$ cat src/rtl/rdq_pkg.sv
package rdq_pkg;

   typedef enum logic {
      CLS_LO = 1'b0,
      CLS_HI = 1'b1
   } rdq_class_e;

   function automatic int clamp_share(input int want, input int cap);
      return (want > cap) ? cap : want;
   endfunction

endpackage

$ cat src/rtl/rdq_credit.sv
module rdq_credit #(
   parameter int CNT_W = 5
) (
   input  logic             clk,
   input  logic             rst_n,
   input  logic [CNT_W-1:0] limit,
   input  logic             push,
   input  logic             pop,
   output logic             has_credit,
   output logic             empty
);

   logic [CNT_W-1:0] held_q;
   logic             pop_ok;

   assign empty      = (held_q == '0);
   assign pop_ok     = pop && !empty;
   assign has_credit = (held_q < limit);

   always_ff @(posedge clk or negedge rst_n) begin
      if (!rst_n) begin
         held_q <= '0;
      end else begin
         case ({push, pop_ok})
            2'b10:   held_q <= held_q + 1'b1;
            2'b01:   held_q <= held_q - 1'b1;
            default: held_q <= held_q;
         endcase
      end
   end

   p_no_overflow_r1: assert property (@(posedge clk) disable iff (!rst_n)
      held_q <= limit);

   p_push_needs_credit_r3: assert property (@(posedge clk) disable iff (!rst_n)
      push |-> has_credit);

   p_pop_empty_ignored_r5: assert property (@(posedge clk) disable iff (!rst_n)
      (pop && empty && !push) |=> empty);

endmodule

$ cat src/rtl/rdq_ring.sv
module rdq_ring #(
   parameter int CNT_W = 5
) (
   input  logic             clk,
   input  logic             rst_n,
   input  logic             flush,
   input  logic [CNT_W-1:0] base,
   input  logic [CNT_W-1:0] size,
   input  logic             push,
   input  logic             pop,
   output logic [CNT_W-1:0] wr_idx,
   output logic [CNT_W-1:0] rd_idx
);

   logic [CNT_W-1:0] wr_off_q, rd_off_q;
   logic [CNT_W-1:0] wr_cur, rd_cur;

   function automatic logic [CNT_W-1:0] step(input logic [CNT_W-1:0] v,
                                             input logic [CNT_W-1:0] lim);
      logic [CNT_W:0] nx;
      nx = {1'b0, v} + {{CNT_W{1'b0}}, 1'b1};
      return (nx == {1'b0, lim}) ? '0 : nx[CNT_W-1:0];
   endfunction

   assign wr_cur = flush ? '0 : wr_off_q;
   assign rd_cur = flush ? '0 : rd_off_q;
   assign wr_idx = base + wr_cur;
   assign rd_idx = base + rd_cur;

   always_ff @(posedge clk or negedge rst_n) begin
      if (!rst_n) begin
         wr_off_q <= '0;
         rd_off_q <= '0;
      end else begin
         wr_off_q <= push ? step(wr_cur, size) : wr_cur;
         rd_off_q <= pop  ? step(rd_cur, size) : rd_cur;
      end
   end

   p_wr_in_region_r1: assert property (@(posedge clk) disable iff (!rst_n)
      push |-> (wr_cur < size));

   p_rd_in_region_r4: assert property (@(posedge clk) disable iff (!rst_n)
      pop |-> (rd_cur < size));

endmodule

$ cat src/rtl/rdq_resv_slot.sv
module rdq_resv_slot #(
   parameter int ADDR_W = 32
) (
   input  logic              clk,
   input  logic              rst_n,
   input  logic              in_valid,
   input  logic [ADDR_W-1:0] in_addr,
   output logic              in_ready,
   output logic              out_valid,
   output logic [ADDR_W-1:0] out_addr,
   input  logic              out_pop
);

   logic              full_q;
   logic [ADDR_W-1:0] addr_q;
   logic              take;

   assign take      = in_valid && !full_q;
   assign in_ready  = !full_q;
   assign out_valid = full_q;
   assign out_addr  = addr_q;

   always_ff @(posedge clk or negedge rst_n) begin
      if (!rst_n) begin
         full_q <= 1'b0;
      end else if (take) begin
         full_q <= 1'b1;
      end else if (out_pop) begin
         full_q <= 1'b0;
      end
   end

   always_ff @(posedge clk) begin
      if (take) begin
         addr_q <= in_addr;
      end
   end

   p_slot_hold_r7: assert property (@(posedge clk) disable iff (!rst_n)
      (full_q && !out_pop) |=> (full_q && $stable(addr_q)));

   p_slot_pop_r7: assert property (@(posedge clk) disable iff (!rst_n)
      (full_q && out_pop) |=> !out_valid);

endmodule

$ cat src/rtl/rdq_split.sv
module rdq_split
   import rdq_pkg::*;
#(
   parameter int NUM_PORTS   = 4,
   parameter int ADDR_W      = 32,
   parameter int TOTAL_SLOTS = 32,
   parameter int RESV_SLOTS  = 1,
   localparam int USABLE     = TOTAL_SLOTS - RESV_SLOTS,
   localparam int CNT_W      = $clog2(USABLE + 1),
   localparam int PORT_W     = $clog2(NUM_PORTS)
) (
   input  logic                        clk,
   input  logic                        rst_n,
   input  logic [NUM_PORTS-1:0]        cfg_port_hp,
   input  logic [CNT_W-1:0]            cfg_lo_entries,
   input  logic [NUM_PORTS-1:0]        req_valid,
   input  logic [NUM_PORTS*ADDR_W-1:0] req_addr,
   output logic [NUM_PORTS-1:0]        req_ready,
   input  logic                        ecc_req_valid,
   input  logic [ADDR_W-1:0]           ecc_req_addr,
   output logic                        ecc_req_ready,
   output logic                        lo_head_valid,
   output logic [ADDR_W-1:0]           lo_head_addr,
   output logic [PORT_W-1:0]           lo_head_port,
   input  logic                        lo_pop,
   output logic                        hi_head_valid,
   output logic [ADDR_W-1:0]           hi_head_addr,
   output logic [PORT_W-1:0]           hi_head_port,
   input  logic                        hi_pop,
   output logic                        ecc_head_valid,
   output logic [ADDR_W-1:0]           ecc_head_addr,
   input  logic                        ecc_pop
);

   localparam int ENT_W = PORT_W + ADDR_W;
   localparam logic [CNT_W-1:0] USABLE_C = CNT_W'(USABLE);

   // elaboration checks
   if (RESV_SLOTS != 1) begin : g_bad_resv
      $error("rdq_split: exactly one reserved slot is supported");
   end
   if (NUM_PORTS < 2 || NUM_PORTS > 32) begin : g_bad_ports
      $error("rdq_split: NUM_PORTS must be 2..32");
   end
   if (USABLE < 2) begin : g_bad_depth
      $error("rdq_split: TOTAL_SLOTS must be at least 3");
   end
   if (ADDR_W < 1) begin : g_bad_addr
      $error("rdq_split: ADDR_W must be positive");
   end

   // partition boundary
   logic [CNT_W-1:0] cfg_clamped;
   logic [CNT_W-1:0] part_q, part_eff;
   logic [CNT_W-1:0] lo_limit, hi_limit;
   logic             lo_empty, hi_empty, both_empty;
   logic             lo_credit, hi_credit;

   assign cfg_clamped = CNT_W'(clamp_share(int'(cfg_lo_entries), USABLE));
   assign both_empty  = lo_empty && hi_empty;
   assign part_eff    = both_empty ? cfg_clamped : part_q;
   assign lo_limit    = part_eff;
   assign hi_limit    = USABLE_C - part_eff;

   always_ff @(posedge clk or negedge rst_n) begin
      if (!rst_n) begin
         part_q <= USABLE_C;
      end else begin
         part_q <= part_eff;
      end
   end

   // per-port class and fixed-priority arbitration within each class
   rdq_class_e           port_cls [NUM_PORTS];
   logic [NUM_PORTS-1:0] want_lo, want_hi;
   logic [NUM_PORTS-1:0] blocked_lo, blocked_hi;
   logic [NUM_PORTS-1:0] acc_lo, acc_hi;

   assign want_lo = req_valid & ~cfg_port_hp;
   assign want_hi = req_valid &  cfg_port_hp;

   for (genvar p = 0; p < NUM_PORTS; p++) begin : g_port
      localparam logic [NUM_PORTS-1:0] LOWER = NUM_PORTS'((64'd1 << p) - 64'd1);
      assign port_cls[p]   = cfg_port_hp[p] ? CLS_HI : CLS_LO;
      assign blocked_lo[p] = |(want_lo & LOWER);
      assign blocked_hi[p] = |(want_hi & LOWER);
      assign req_ready[p]  = (port_cls[p] == CLS_HI) ? (hi_credit && !blocked_hi[p])
                                                     : (lo_credit && !blocked_lo[p]);
   end

   assign acc_lo = want_lo & req_ready;
   assign acc_hi = want_hi & req_ready;

   logic              lo_push, hi_push;
   logic [PORT_W-1:0] lo_sel, hi_sel;
   logic [ADDR_W-1:0] lo_addr_in, hi_addr_in;

   assign lo_push = |acc_lo;
   assign hi_push = |acc_hi;

   always_comb begin
      lo_sel = '0;
      hi_sel = '0;
      for (int p = NUM_PORTS - 1; p >= 0; p--) begin
         if (acc_lo[p]) lo_sel = PORT_W'(p);
         if (acc_hi[p]) hi_sel = PORT_W'(p);
      end
   end

   assign lo_addr_in = req_addr[lo_sel*ADDR_W +: ADDR_W];
   assign hi_addr_in = req_addr[hi_sel*ADDR_W +: ADDR_W];

   // credits and region rings
   logic             lo_pop_ok, hi_pop_ok;
   logic [CNT_W-1:0] lo_wr_idx, lo_rd_idx, hi_wr_idx, hi_rd_idx;

   assign lo_pop_ok = lo_pop && !lo_empty;
   assign hi_pop_ok = hi_pop && !hi_empty;

   rdq_credit #(.CNT_W(CNT_W)) u_lo_credit (
      .clk        (clk),
      .rst_n      (rst_n),
      .limit      (lo_limit),
      .push       (lo_push),
      .pop        (lo_pop),
      .has_credit (lo_credit),
      .empty      (lo_empty)
   );

   rdq_credit #(.CNT_W(CNT_W)) u_hi_credit (
      .clk        (clk),
      .rst_n      (rst_n),
      .limit      (hi_limit),
      .push       (hi_push),
      .pop        (hi_pop),
      .has_credit (hi_credit),
      .empty      (hi_empty)
   );

   rdq_ring #(.CNT_W(CNT_W)) u_lo_ring (
      .clk    (clk),
      .rst_n  (rst_n),
      .flush  (both_empty),
      .base   ('0),
      .size   (lo_limit),
      .push   (lo_push),
      .pop    (lo_pop_ok),
      .wr_idx (lo_wr_idx),
      .rd_idx (lo_rd_idx)
   );

   rdq_ring #(.CNT_W(CNT_W)) u_hi_ring (
      .clk    (clk),
      .rst_n  (rst_n),
      .flush  (both_empty),
      .base   (part_eff),
      .size   (hi_limit),
      .push   (hi_push),
      .pop    (hi_pop_ok),
      .wr_idx (hi_wr_idx),
      .rd_idx (hi_rd_idx)
   );

   // shared storage, low region below the boundary, high region above
   logic [ENT_W-1:0] slot_mem [USABLE];
   logic [ENT_W-1:0] lo_ent, hi_ent;

   always_ff @(posedge clk) begin
      if (lo_push) slot_mem[lo_wr_idx] <= {lo_sel, lo_addr_in};
      if (hi_push) slot_mem[hi_wr_idx] <= {hi_sel, hi_addr_in};
   end

   assign lo_ent        = slot_mem[lo_rd_idx];
   assign hi_ent        = slot_mem[hi_rd_idx];
   assign lo_head_valid = !lo_empty;
   assign hi_head_valid = !hi_empty;
   assign lo_head_addr  = lo_ent[ADDR_W-1:0];
   assign hi_head_addr  = hi_ent[ADDR_W-1:0];
   assign lo_head_port  = lo_ent[ENT_W-1:ADDR_W];
   assign hi_head_port  = hi_ent[ENT_W-1:ADDR_W];

   // reserved error-correction slot
   rdq_resv_slot #(.ADDR_W(ADDR_W)) u_resv (
      .clk       (clk),
      .rst_n     (rst_n),
      .in_valid  (ecc_req_valid),
      .in_addr   (ecc_req_addr),
      .in_ready  (ecc_req_ready),
      .out_valid (ecc_head_valid),
      .out_addr  (ecc_head_addr),
      .out_pop   (ecc_pop)
   );

   p_one_lo_grant_r10: assert property (@(posedge clk) disable iff (!rst_n)
      $onehot0(acc_lo));

   p_one_hi_grant_r10: assert property (@(posedge clk) disable iff (!rst_n)
      $onehot0(acc_hi));

   p_partition_hold_r6: assert property (@(posedge clk) disable iff (!rst_n)
      ((lo_head_valid || hi_head_valid) && !lo_pop && !hi_pop) |=> $stable(part_eff));

   p_regions_disjoint_r1: assert property (@(posedge clk) disable iff (!rst_n)
      (lo_push && hi_push) |-> (lo_wr_idx < hi_wr_idx));

endmodule

$ cat config.mk
export PLATFORM = sky130hd
export DESIGN_NAME = rdq_split
export DESIGN_NICKNAME = d
export VERILOG_FILES = /design/src/rtl/rdq_pkg.sv /design/src/rtl/rdq_credit.sv /design/src/rtl/rdq_ring.sv /design/src/rtl/rdq_resv_slot.sv /design/src/rtl/rdq_split.sv
export SDC_FILE = /design/constraint.sdc
export NUM_CORES = 2
export LEC_CHECK = 0
export BUFFER_PORTS_ARGS = -buffer_cell sky130_fd_sc_hd__buf_2
export CAP_MARGIN = 20
export CELL_PAD_IN_SITES_DETAIL_PLACEMENT = 1
export CELL_PAD_IN_SITES_GLOBAL_PLACEMENT = 2
export CORE_ASPECT_RATIO = 0.5
export CORE_MARGIN = 5
export CORE_UTILIZATION = 45
export DETAILED_ROUTE_END_ITERATION = 7
export PLACE_DENSITY = 0.95
export SETUP_SLACK_MARGIN = 0.3
export SYNTH_ARGS = -nofsm -noshare
export SYNTH_HDL_FRONTEND = slang
export SYNTH_SLANG_ARGS = --single-unit
$ cat constraint.sdc
create_clock -name clk -period 16.6 [get_ports clk]
set_input_delay 2.49 -clock clk [delete_from_list [all_inputs] [get_ports clk]]
set_output_delay 2.49 -clock clk [all_outputs]
set_load 0.1 [all_outputs]
Word level (Yosys, flattened, before mapping). Memories as Yosys holds them, arrays and structs flattened. Cells that the tools add are included.

$add $sub $neg: 11. Magnitude comparators: 2. Equality and inequality tests: 8. Shift operators: 2. Muxes and demuxes: 37. Bitwise logic cells: 5. Reductions and logical operators: 30.

Operators with widths (number): 128-bit by 8-bit indexed part select with 32-bit output (2); 5-bit two-way mux (13); 5-bit by 1-bit adder with 6-bit output, second input constant (4); 6-bit by 5-bit == test with 1-bit output (4); 5-bit one-hot mux with 2 select lines (2); 4-bit AND (4); 2-bit two-way mux (8); 1-bit two-way mux (14); 5-bit by 1-bit adder with 5-bit output, second input constant (2); 5-bit adder (2); 1-bit logical AND (10); 5-bit zero test (2); 5-bit < comparator (2); 5-bit by 1-bit subtractor with 5-bit output, second input constant (2); 1-bit zero test (9); 4-bit OR reduction (2); 2-bit nonzero test (3); 3-bit OR reduction (2); 5-bit subtractor, first input constant (1); 2-bit by 1-bit == test with 1-bit output, second input constant (2); 2-bit == test, second input constant (2); 4-bit NOT (1); 2-bit OR reduction (2).

Register bits after elaboration: 68. RAM bits: 1054. Output and inout port bits: 108. Memories kept: 1.

Memory list: slot_mem (words 31, bits a word 34, read ports 2, clocked after Yosys merged registers in 0, wr ports 2, line rdq_split.sv:165) `logic [ENT_W-1:0] slot_mem [USABLE];`.

Logic depth before layout (Yosys ltp).
Depth in word-level cells: 13. Gate-level depth with buffers: 23.

Cells and area by module. A second synthesis with hierarchy kept.

Cells, all modules: 5377. Area, all modules: 68264.2 um2.

Modules (own cells, without submodules): rdq_split (times used 1, cells an instance 4926, area an instance 63762.4 um2); rdq_ring (u_lo_ring) (times used 1, cells an instance 153, area an instance 1244.9 um2); rdq_ring (u_hi_ring) (times used 1, cells an instance 152, area an instance 1232.4 um2); rdq_credit (times used 2, cells an instance 55, area an instance 509.2 um2); rdq_resv_slot (times used 1, cells an instance 36, area an instance 1006.0 um2).

Worst setup path before layout. OpenSTA, ideal clock, no wires.

Path type: input -> output. From: in cfg_lo_entries[4]. To: out req_ready[1]. Arrival time: 6.251 ns. Required time: 14.110 ns. Path slack: 7.859 ns. Stages: 8. Path through: clkbuf_1 mux2i_1 ha_1 a31o_2 a21oi_2 buf_2 nor2_1 a221oi_1.

Word-level cells in the longest chain between the ends: 5. Elaborated cells between the ends (all ways): 7.

Ends and longest elaborated chain: start: declaration (line rdq_split.sv:15) `input logic [CNT_W-1:0] cfg_lo_entries,`; 5-bit two-way mux (*) (line rdq_split.sv:61) `assign part_eff = both_empty ? cfg_clamped : part_q;`; 5-bit subtractor (line rdq_split.sv:63) `assign hi_limit = USABLE_C - part_eff;`; 5-bit < comparator (line rdq_credit.sv:18) `assign has_credit = (held_q < limit);`; 1-bit logical AND (line rdq_split.sv:87) `assign req_ready[p] = (port_cls[p] == CLS_HI) ? (hi_credit && !blocked_hi[p])`; 1-bit two-way mux (*) (line rdq_split.sv:87); end: declaration (line rdq_split.sv:18) `output logic [NUM_PORTS-1:0] req_ready,`.

Mark *: on every way between the ends. The rest lies on a longest branch, timed or not.

Worst setup path after layout.
From: in cfg_lo_entries[0]. To: out hi_head_addr[6].

Word-level cells in the longest chain between the ends: 3.

Ends and longest elaborated chain: 5-bit two-way mux (line rdq_split.sv:61); net lo_limit[0] (line rdq_split.sv:55) `logic [CNT_W-1:0] lo_limit, hi_limit;`; 5-bit adder (line rdq_ring.sv:28) `assign rd_idx = base + rd_cur;`; memory 31 x 34 bit; end: declaration (line rdq_split.sv:27) `output logic [ADDR_W-1:0] hi_head_addr,`.

The timed path passes the listed nets, and every way through them passes these cells.

==> flow_metrics.tcl <==
set metrics [dict create \
    cp-end-kind "output port" \
    fin_area_mm2 0.0757 \
    vias 62900 \
    finClkSkew_ns 0.0549 \
    io_buffers 286 \
    cp_num_buf_inv 5 \
    areaGrowthSynthToFinish_pct 10.8 \
    ctsHoldBuffers 0 \
    ys_top_cells_by_area "edfxtp_1 (48%), mux4_2 (7.8%), nand2_1 (7.2%)" \
    drive_gt1_frac 0.167 \
    critical_path_arrival_ns 8.00 \
    hold_viol_final 0 \
    synth_flop_cell "edfxtp_1" \
    placeableCoreArea_mm2 0.151 \
    cts_resized 0 \
    gr-total-overflow 0 \
    nNetsFinal 6790 \
    cp_max_fo 77 \
    grt_pass1_vias 63200 \
    criticalPathCategory "in -> out" \
    cts_buffer_depth 3 \
    start_util 0.451 \
    holdCritPathClass "reg -> reg" \
    antenna_found_initial 16 \
    first_pass_iters 8 \
    cap_violations 0 \
    synth_top_area_frac 0.477 \
    routed_wl_um 308000 \
    slew_headroom 0.126 \
    cp.required_ns 14.11 \
    grt_pass1_wl_um 436000 \
    place_area_mm2 0.0718 \
    pin_count 287 \
    drtIter0Drc 10300 \
    grt_util_all_layers 0.369 \
    period_minus_slack_ns 10.49 \
    drc 2 \
    status "finished, violations left" \
    gp_congestion 0.930 \
    failed_checks "design-rule violations" \
    fp.dieH_um 286 \
    worst_slew_pin_slew_ns 1.31 \
    grt_max_degree 112 \
    die_w_um 561 \
    cts_setup_buffers 0 \
    yosys_register_bits 1122 \
    slowest_stage "buf_4" \
    syn_inst 6783 \
    dieArea_mm2 0.160 \
    crit_family "buffers and inverters" \
    hpwlAfterDp_um 179000 \
    ant_nets 0 \
    setup-tns-final_ns 0 \
    post-route-period-util 0.632 \
    crit_chain "buf_2, inv_1, o21ai_0, ha_4, ha_4, buf_4, buf_4, mux4_2, nand2_1, a32oi_1, and3_1, buf_2" \
    synth-edff-count 1086 \
    clk_latency_ns 0.80 \
    cts_buffers 107 \
    ys.warnings.count 0 \
    syn-num-nets 6984 \
    rsz0062_at_grt "no" \
    cts_root_buffer "clkbuf_16" \
    slew_violations 0 \
    cts_tree "built" \
    clock_sinks 1122 \
    startpoint_type "primary input" \
    synth_common_cells "nand2_1 (1318), edfxtp_1 (1086), o21ai_1 (976)" \
    vias_per_cell 7.24 \
    synth.most_common_cell "nand2_1" \
    routedWlPerCell_um 35.5 \
    clk_pin_slew_ns 0.06 \
    synthDistinctLibCells 78 \
    fp-row-count 101 \
    async_flop_share 0.0321 \
    yosys.area.top_type "edfxtp_1" \
    ctsHtreeMaxLevel 3 \
    syn_area_mm2 0.0684 \
    ys_seq_area_frac 0.490 \
    cpPeakStageDelay_ns 0.98 \
    report.final.setup_viol 0 \
    avgSynthCellArea_um2 10.1 \
    fmax_ghz 0.0953 \
]
[sequential cells by signal (all words and copies together), names as in the netlist]
register,cells
part_q,5
u_lo_ring.wr_off_q,5
u_hi_ring.wr_off_q,5
u_resv.out_addr,32
slot_mem,1054
u_resv.out_valid,1
u_hi_ring.rd_off_q,5
u_lo_ring.rd_off_q,5
u_hi_credit.held_q,5
u_lo_credit.held_q,5
[worst register-to-register path: stages (launching register included)]
cell and delay [ns]:
dfrtp_1 0.52, nor3_1 0.47, nand4_4 0.30, buf_4 0.44, nand2_1 0.16, and2_1 0.25, inv_1 0.12, nor2_1 0.11
a21oi_1 0.05, ha_1 0.25, a21o_1 0.20, maj3_1 0.36, maj3_1 0.42, xnor2_1 0.18, o21ai_1 0.54, and3_4 0.31
buf_4 0.90, o21bai_4 0.30, buf_4 0.83
[cell families (layout without fill, tap and decap cells)]
| family | count (synthesis) | in the layout | share of synthesized area |
|---|---|---|---|
| AOI/OAI and AO/OA | 2068 | 2068 | 0.174 |
| other | 0 | 5 | 0 |
| adders and majority gates | 28 | 28 | 0.00491 |
| buffers and inverters | 855 | 753 | 0.0535 |
| and+or+nand+nor | 1899 | 1899 | 0.116 |
| muxes | 750 | 750 | 0.154 |
| xor gates and xnor gates | 61 | 61 | 0.00782 |
| DFF | 1122 | 1122 | 0.490 |
[area by class of cell]
class | instances | area [um^2]
clock buffers | 127 | 2800
inverters | 58 | 225
repair buffers | 494 | 3280
fillers | 16400 | 75700
diodes | 5 | 12.5
flip-flops and latches | 1122 | 33500
clock inverters | 74 | 817
multi-input cells | 4806 | 32500
well taps | 2008 | 2510
[layer usage]
metal / global-route usage / vias up / routed length, um
li1: - / 24800 / -
met1: 0.492 / 31200 / 113000
met2: 0.532 / 5620 / 127000
met3: 0.127 / 1293 / 49200
met4: 0.195 / 12 / 19400
met5: 0.00179 / - / 337
[final timing paths]
path                                              startpoint                           endpoint  slack (ns)  cells past startpoint
max in group asynchronous                              rst_n    u_lo_ring.rd_off_q[1]$_DFF_PN0_       13.98                      1
max reg2reg                u_lo_credit.held_q[1]$_DFFE_PN0P_         slot_mem[29][29]$_DFFE_PP_        9.50                     18
max                                        cfg_lo_entries[0]                    hi_head_addr[6]        6.11                     12
min                        u_hi_credit.held_q[4]$_DFFE_PN0P_  u_hi_credit.held_q[4]$_DFFE_PN0P_        0.54                      1
min reg2reg                u_hi_credit.held_q[4]$_DFFE_PN0P_  u_hi_credit.held_q[4]$_DFFE_PN0P_        0.54                      1
min in group asynchronous                              rst_n       u_resv.out_valid$_DFFE_PN0P_        1.89                      1
[metrics by stage]
step | utilization | std cells | worst slack (ns) | hold WS, ns
floorplan | - | 6783 | 7.86 | 0.482
global placement | 0.473 | 8466 | 6.52 | 0.513
detailed placement | 0.474 | 8471 | 6.35 | 0.516
CTS | 0.498 | 8672 | 6.34 | 0.526
global route | 0.500 | 8689 | 6.06 | 0.540
finish | 0.500 | 8694 | 6.11 | 0.535
[cell usage in the layout (no fill, tap or decap), drive strengths merged, types with 110 or more instances in the layout]
master,n
nor2,273
mux4,238
o22ai,110
nand3,133
mux2i,472
edfxtp,1086
nand2,1319
buf,494
o21ai,1225
clkbuf,127
a21oi,257
Power is not shown: default switching activity piles up to over one toggle a cycle in this logic, so the estimate is an artifact.
